===== config.mk =====
export PLATFORM = sky130hd
export DESIGN_NAME = bus_xcvr_reg
export DESIGN_NICKNAME = d
export VERILOG_FILES = /design/src/rtl/bxr_pkg.sv /design/src/rtl/bxr_store.sv /design/src/rtl/bxr_path.sv /design/src/rtl/bus_xcvr_reg.sv
export SDC_FILE = /design/constraint.sdc
export NUM_CORES = 1
export LEC_CHECK = 0
export ABC_CLOCK_PERIOD_IN_PS = 950
export BUFFER_PORTS_ARGS = -buffer_cell sky130_fd_sc_hd__buf_4
export CORE_MARGIN = 1
export CORE_UTILIZATION = 30
export CTS_BUF_LIST = sky130_fd_sc_hd__clkbuf_16
export DETAILED_ROUTE_END_ITERATION = 7
export PLACE_DENSITY_LB_ADDON = 0.15
export REMOVE_ABC_BUFFERS = 1
export SYNTH_ARGS = -nofsm -noshare
export SYNTH_HDL_FRONTEND = slang
export SYNTH_HIERARCHICAL = 1
export SYNTH_SLANG_ARGS = --single-unit

===== constraint.sdc =====
create_clock -name clk -period 0.95 [get_ports clk]
set_clock_uncertainty 0.05 [all_clocks]
set_input_delay 0.0475 -clock clk [delete_from_list [all_inputs] [get_ports clk]]
set_output_delay 0.0475 -clock clk [all_outputs]
set_load 0.02 [all_outputs]

===== src/rtl/bxr_pkg.sv =====
package bxr_pkg;
  typedef enum logic {
    SRC_LIVE   = 1'b0,
    SRC_STORED = 1'b1
  } src_sel_e;

  localparam int DIR_AB = 0;
  localparam int DIR_BA = 1;
  localparam int N_DIR  = 2;
endpackage


===== src/rtl/bxr_store.sv =====
module bxr_store #(
  parameter int WIDTH = 8
) (
  input  logic             clk,
  input  logic             rst,
  input  logic             cap,
  input  logic [WIDTH-1:0] d,
  output logic [WIDTH-1:0] q
);
  always_ff @(posedge clk) begin
    if (rst)      q <= '0;
    else if (cap) q <= d;
  end

  // reset leaves the register cleared
  p_reset_clear_r1: assert property (@(posedge clk) rst |=> q == '0);
  // share this register: a strobe loads the sampled word
  p_capture_r2: assert property (@(posedge clk) disable iff (rst)
    cap |=> q == $past(d));
  p_hold_r10: assert property (@(posedge clk) disable iff (rst)
    !cap |=> $stable(q));
endmodule


===== src/rtl/bxr_path.sv =====
module bxr_path
  import bxr_pkg::*;
#(
  parameter int WIDTH         = 8,
  parameter bit ACTIVE_LOW_EN = 1'b0
) (
  input  logic             en_pin,
  input  logic             sel,
  input  logic [WIDTH-1:0] live,
  input  logic [WIDTH-1:0] stored,
  output logic [WIDTH-1:0] out,
  output logic             oe
);
  logic             en;
  logic [WIDTH-1:0] pick;

  generate
    if (ACTIVE_LOW_EN) begin : g_low
      assign en = ~en_pin;
    end else begin : g_high
      assign en = en_pin;
    end
  endgenerate

  always_comb begin
    pick = (src_sel_e'(sel) == SRC_STORED) ? stored : live;
    out  = en ? pick : '0;
    oe   = en;
  end
endmodule


===== src/rtl/bus_xcvr_reg.sv =====
module bus_xcvr_reg
  import bxr_pkg::*;
#(
  parameter int WIDTH = 8
) (
  input  logic             clk,
  input  logic             rst,
  input  logic [WIDTH-1:0] a_in,
  input  logic [WIDTH-1:0] b_in,
  input  logic             cap_a,
  input  logic             cap_b,
  input  logic             sel_ab,
  input  logic             sel_ba,
  input  logic             en_ab,
  input  logic             en_ba_n,
  output logic [WIDTH-1:0] a_out,
  output logic             a_oe,
  output logic [WIDTH-1:0] b_out,
  output logic             b_oe
);
  logic [WIDTH-1:0] src_w  [N_DIR];
  logic [WIDTH-1:0] held_w [N_DIR];
  logic [WIDTH-1:0] dst_w  [N_DIR];
  logic             cap_v  [N_DIR];
  logic             sel_v  [N_DIR];
  logic             en_v   [N_DIR];
  logic             oe_v   [N_DIR];

  assign src_w[DIR_AB] = a_in;
  assign src_w[DIR_BA] = b_in;
  assign cap_v[DIR_AB] = cap_a;
  assign cap_v[DIR_BA] = cap_b;
  assign sel_v[DIR_AB] = sel_ab;
  assign sel_v[DIR_BA] = sel_ba;
  assign en_v[DIR_AB]  = en_ab;
  assign en_v[DIR_BA]  = en_ba_n;

  generate
    for (genvar g = 0; g < N_DIR; g++) begin : g_dir
      bxr_store #(.WIDTH(WIDTH)) store_i (
        .clk (clk),
        .rst (rst),
        .cap (cap_v[g]),
        .d   (src_w[g]),
        .q   (held_w[g])
      );
      bxr_path #(.WIDTH(WIDTH), .ACTIVE_LOW_EN(g == DIR_BA)) path_i (
        .en_pin (en_v[g]),
        .sel    (sel_v[g]),
        .live   (src_w[g]),
        .stored (held_w[g]),
        .out    (dst_w[g]),
        .oe     (oe_v[g])
      );
    end
  endgenerate

  assign b_out = dst_w[DIR_AB];
  assign b_oe  = oe_v[DIR_AB];
  assign a_out = dst_w[DIR_BA];
  assign a_oe  = oe_v[DIR_BA];

  p_b_off_r7: assert property (@(posedge clk) disable iff (rst)
    !en_ab |-> (!b_oe && b_out == '0));
  p_a_off_r8: assert property (@(posedge clk) disable iff (rst)
    en_ba_n |-> (!a_oe && a_out == '0));
  p_b_live_r4: assert property (@(posedge clk) disable iff (rst)
    (en_ab && !sel_ab) |-> b_out == a_in);
  p_a_live_r6: assert property (@(posedge clk) disable iff (rst)
    (!en_ba_n && !sel_ba) |-> a_out == b_in);
  p_b_stored_r5: assert property (@(posedge clk) disable iff (rst)
    (en_ab && sel_ab && !cap_a) |=> (!(en_ab && sel_ab) || b_out == $past(b_out)));
  p_cross_r9: assert property (@(posedge clk) disable iff (rst)
    (en_ab && sel_ab && !en_ba_n && sel_ba && !cap_a && !cap_b) |=>
    (!(en_ab && sel_ab && !en_ba_n && sel_ba) ||
     (b_out == $past(b_out) && a_out == $past(a_out))));
endmodule


==> impl_metrics.csv <==
group,metric,value,unit
placed_design,portBuffers,41,
timing,worstMarginPinSlew,0.147,ns
synthesis,synth-edff-count,0,
setup_path,ff2ff_setup_slack,0.29,ns
cts,cts.path.max_buffers,2,
floorplanning,die_area,3050,µm²
synthesis,ys_seq_elements,16,
power,switchingPower,0.000456,W
timing,slew-limit-headroom,89.9,%
timing,slew_violations,0,
routing,ant_nets,0,
setup_path,end_kind,"primary output",
routing,avgRoutedWirePerCell,11.4,µm
timing,finalCritPeriodShare,106,%
power,finalPower,0.00193,W
synthesis,syn_area,850,µm²
synthesis,synth.most_common_cell,"mux2i_1",
synthesis,yosys.area.top_type,"dfxtp_1",
cells_and_area,diodes,0,
global_route,grt_max_degree,17,
run_status,violations,"setup timing",
cts,htreeDepth,1,
power,clkPwrFrac,41.5,%
placed_design,dp_hpwl,1.26,mm
power,leakagePower,0.637,nW
timing,fin_crit,1.01,ns
global_route,globalRouteTotalUtil,12.9,%
synthesis,avgSynthCellArea,9.55,µm²
cts,cts_tree,"built",
cts,cts_sinks,16,
power,switching_share,23.6,%
synthesis,syn_inst,89,
global_route,grt_pass1_wl,3.06,mm
synthesis,synth_common_cells,"32 x mux2i_1, 24 x nor2_1, 16 x dfxtp_1",
routing,dr_total_vias,718,
cts,cts.clk_slew.worst_paths,0.05,ns
floorplanning,core,2570,µm²
cells_and_area,drive_gt1_share,43.3,%
synthesis,synth_warnings,6,
timing,final-setup-viol-count,16,
synthesis,yosysUniqueCellTypes,9,
floorplanning,row_count,18,
flow_run,maxCapViolCount,0,
global_route,grt_pass1_vias,706,
timing,hold_viol_final,0,
setup_path,cp_data_arrival_time,0.91,ns
routing,drc_errors,0,
cells_and_area,largestRegisters,"g_dir.store_i/q: 16 flops",
hold_path,hold_class,"primary input to flip-flop",
routing,via_per_inst,4.57,
cells_and_area,syn_to_final_growth,45.8,%
cells_and_area,nets,153,
synthesis,synth_ff_type,"dfxtp_1",
timing,timing.fmax,0.991,GHz
placed_design,gp_congestion,0.670,
power,combPwrFrac,20.2,%
global_route,antenna_found_initial,0,
cts,cts_buffers,3,
floorplanning,die_y,55.2,µm
routing,detail_route.first_pass.iterations,4,
synthesis,synth_top_area_share,37.7,%
setup_path,critPathKind,"flip-flop to primary output",
cts,post_cts_buffers,0,
cts,clk_latency,0.24,ns
floorplanning,start_util,33.1,%
setup_path,start_kind,"flip-flop",
timing,rsz0062_at_grt,"true",
power,p_int,0.00147,W
setup_path,cp.required,0.85,ns
power,vdd_drop_max,0.00103,V
synthesis,synth_area_leaders,"dfxtp_1 38%, mux2i_1 38%, nor2_1 11%",
routing,first_iter_violations,17,
synthesis,yosysSeqAreaShare,37.7,%
run_status,status,"finished, violations left",
global_route,overflow,0,
power,p_per_area,1560,nW/µm²
floorplanning,boundaryPins,42,
timing,tns,-0.527,ns
cells_and_area,largest_register_ffs,16,
setup_path,crit_fanout,2,
floorplanning,die_w,55.2,µm
timing,fin_ws,-0.0588,ns
synthesis,async_flop_share,0,%
routing,wirelength,1.80,mm
cells_and_area,top_register,"g_dir.store_i/q",
cts,root_buffer,"clkbuf_16",
power,pwr-share-seq,38.2,%
kinds of logic (layout without fill, tap and decap cells):
logic type	count (synthesis)	in the layout	share of synthesized area, %
simple gates	32	32	16.5
flops	16	16	37.7
buf+inv	9	47	8.10
mux	32	32	37.7
area by class of cell:
class	count	area, µm²
Inverter	1	3.75
Multi-Input combinational cell	64	460
Fill cell	255	1330
Timing Repair Buffer	43	328
Tap cell	30	37.5
Sequential cell	16	334
Clock buffer	3	75.1
cells in the final DEF (no fill, tap or decap), drive strengths merged:
cell	netlist	routed
inv	1	1
buf	8	41
nor2	24	24
dlygate4sd3	0	2
dfxtp	16	16
mux2i	32	32
clkbuf	0	3
nor2b	8	8
timing repair:
action	4_1_cts	5_1_grt
hold buffers	2	0
hold endpoints to repair	2	0
pin swaps	0	2
endpoints found under the setup margin	16	16
gates resized for setup	8	3
power groups by stage:
stage                     Clock (W)  Combinational [W]  Sequential, W
after floorplan                   0           0.000179       0.000740
after global placement            0           0.000382       0.000743
after detailed placement          0           0.000387       0.000745
after CTS                  0.000827           0.000394       0.000736
after global routing       0.000847           0.000427       0.000742
final                      0.000801           0.000391       0.000738
metrics by stage:
stage	instances	setup WS, ns	instance area, µm²	hold slack (ns)	utilization, %
floorplan	81	0.171	785	0.0450	-
global placement	152	0.206	1130	0.242	44.0
detailed placement	152	0.195	1130	0.253	44.0
CTS	157	-0.0568	1230	0.00104	48.1
global route	157	-0.110	1240	0.00510	48.2
finish	157	-0.0588	1240	0.00170	48.2
final timing paths:
check / from / endpoint / cells after the start
worst max-delay path: g_dir[0].store_i/q[2]$_SDFFE_PP0P_ / b_out[2] / 3
worst min-delay path: b_in[5] / g_dir[1].store_i/q[5]$_SDFFE_PP0P_ / 3
worst min register to register: g_dir[0].store_i/q[1]$_SDFFE_PP0P_ / g_dir[0].store_i/q[1]$_SDFFE_PP0P_ / 2
worst max register to register: g_dir[0].store_i/q[2]$_SDFFE_PP0P_ / g_dir[0].store_i/q[2]$_SDFFE_PP0P_ / 2
worst max-delay path, stage by stage (launching register included):
cell and delay (ns):
dfxtp_2 0.33, mux2i_1 0.06, nor2b_1 0.12, buf_4 0.16
metal layers:
metal / global-route usage, % / share of wire [%] / vias to the layer above
met5: 0 / 0 / -
met4: 7.50 / 1.7 / 0
met3: 3.75 / 8.1 / 4
met2: 21.9 / 47 / 32
met1: 14.2 / 43 / 313
li1: - / - / 369
Note: power is estimated with default switching activity, not from simulation.
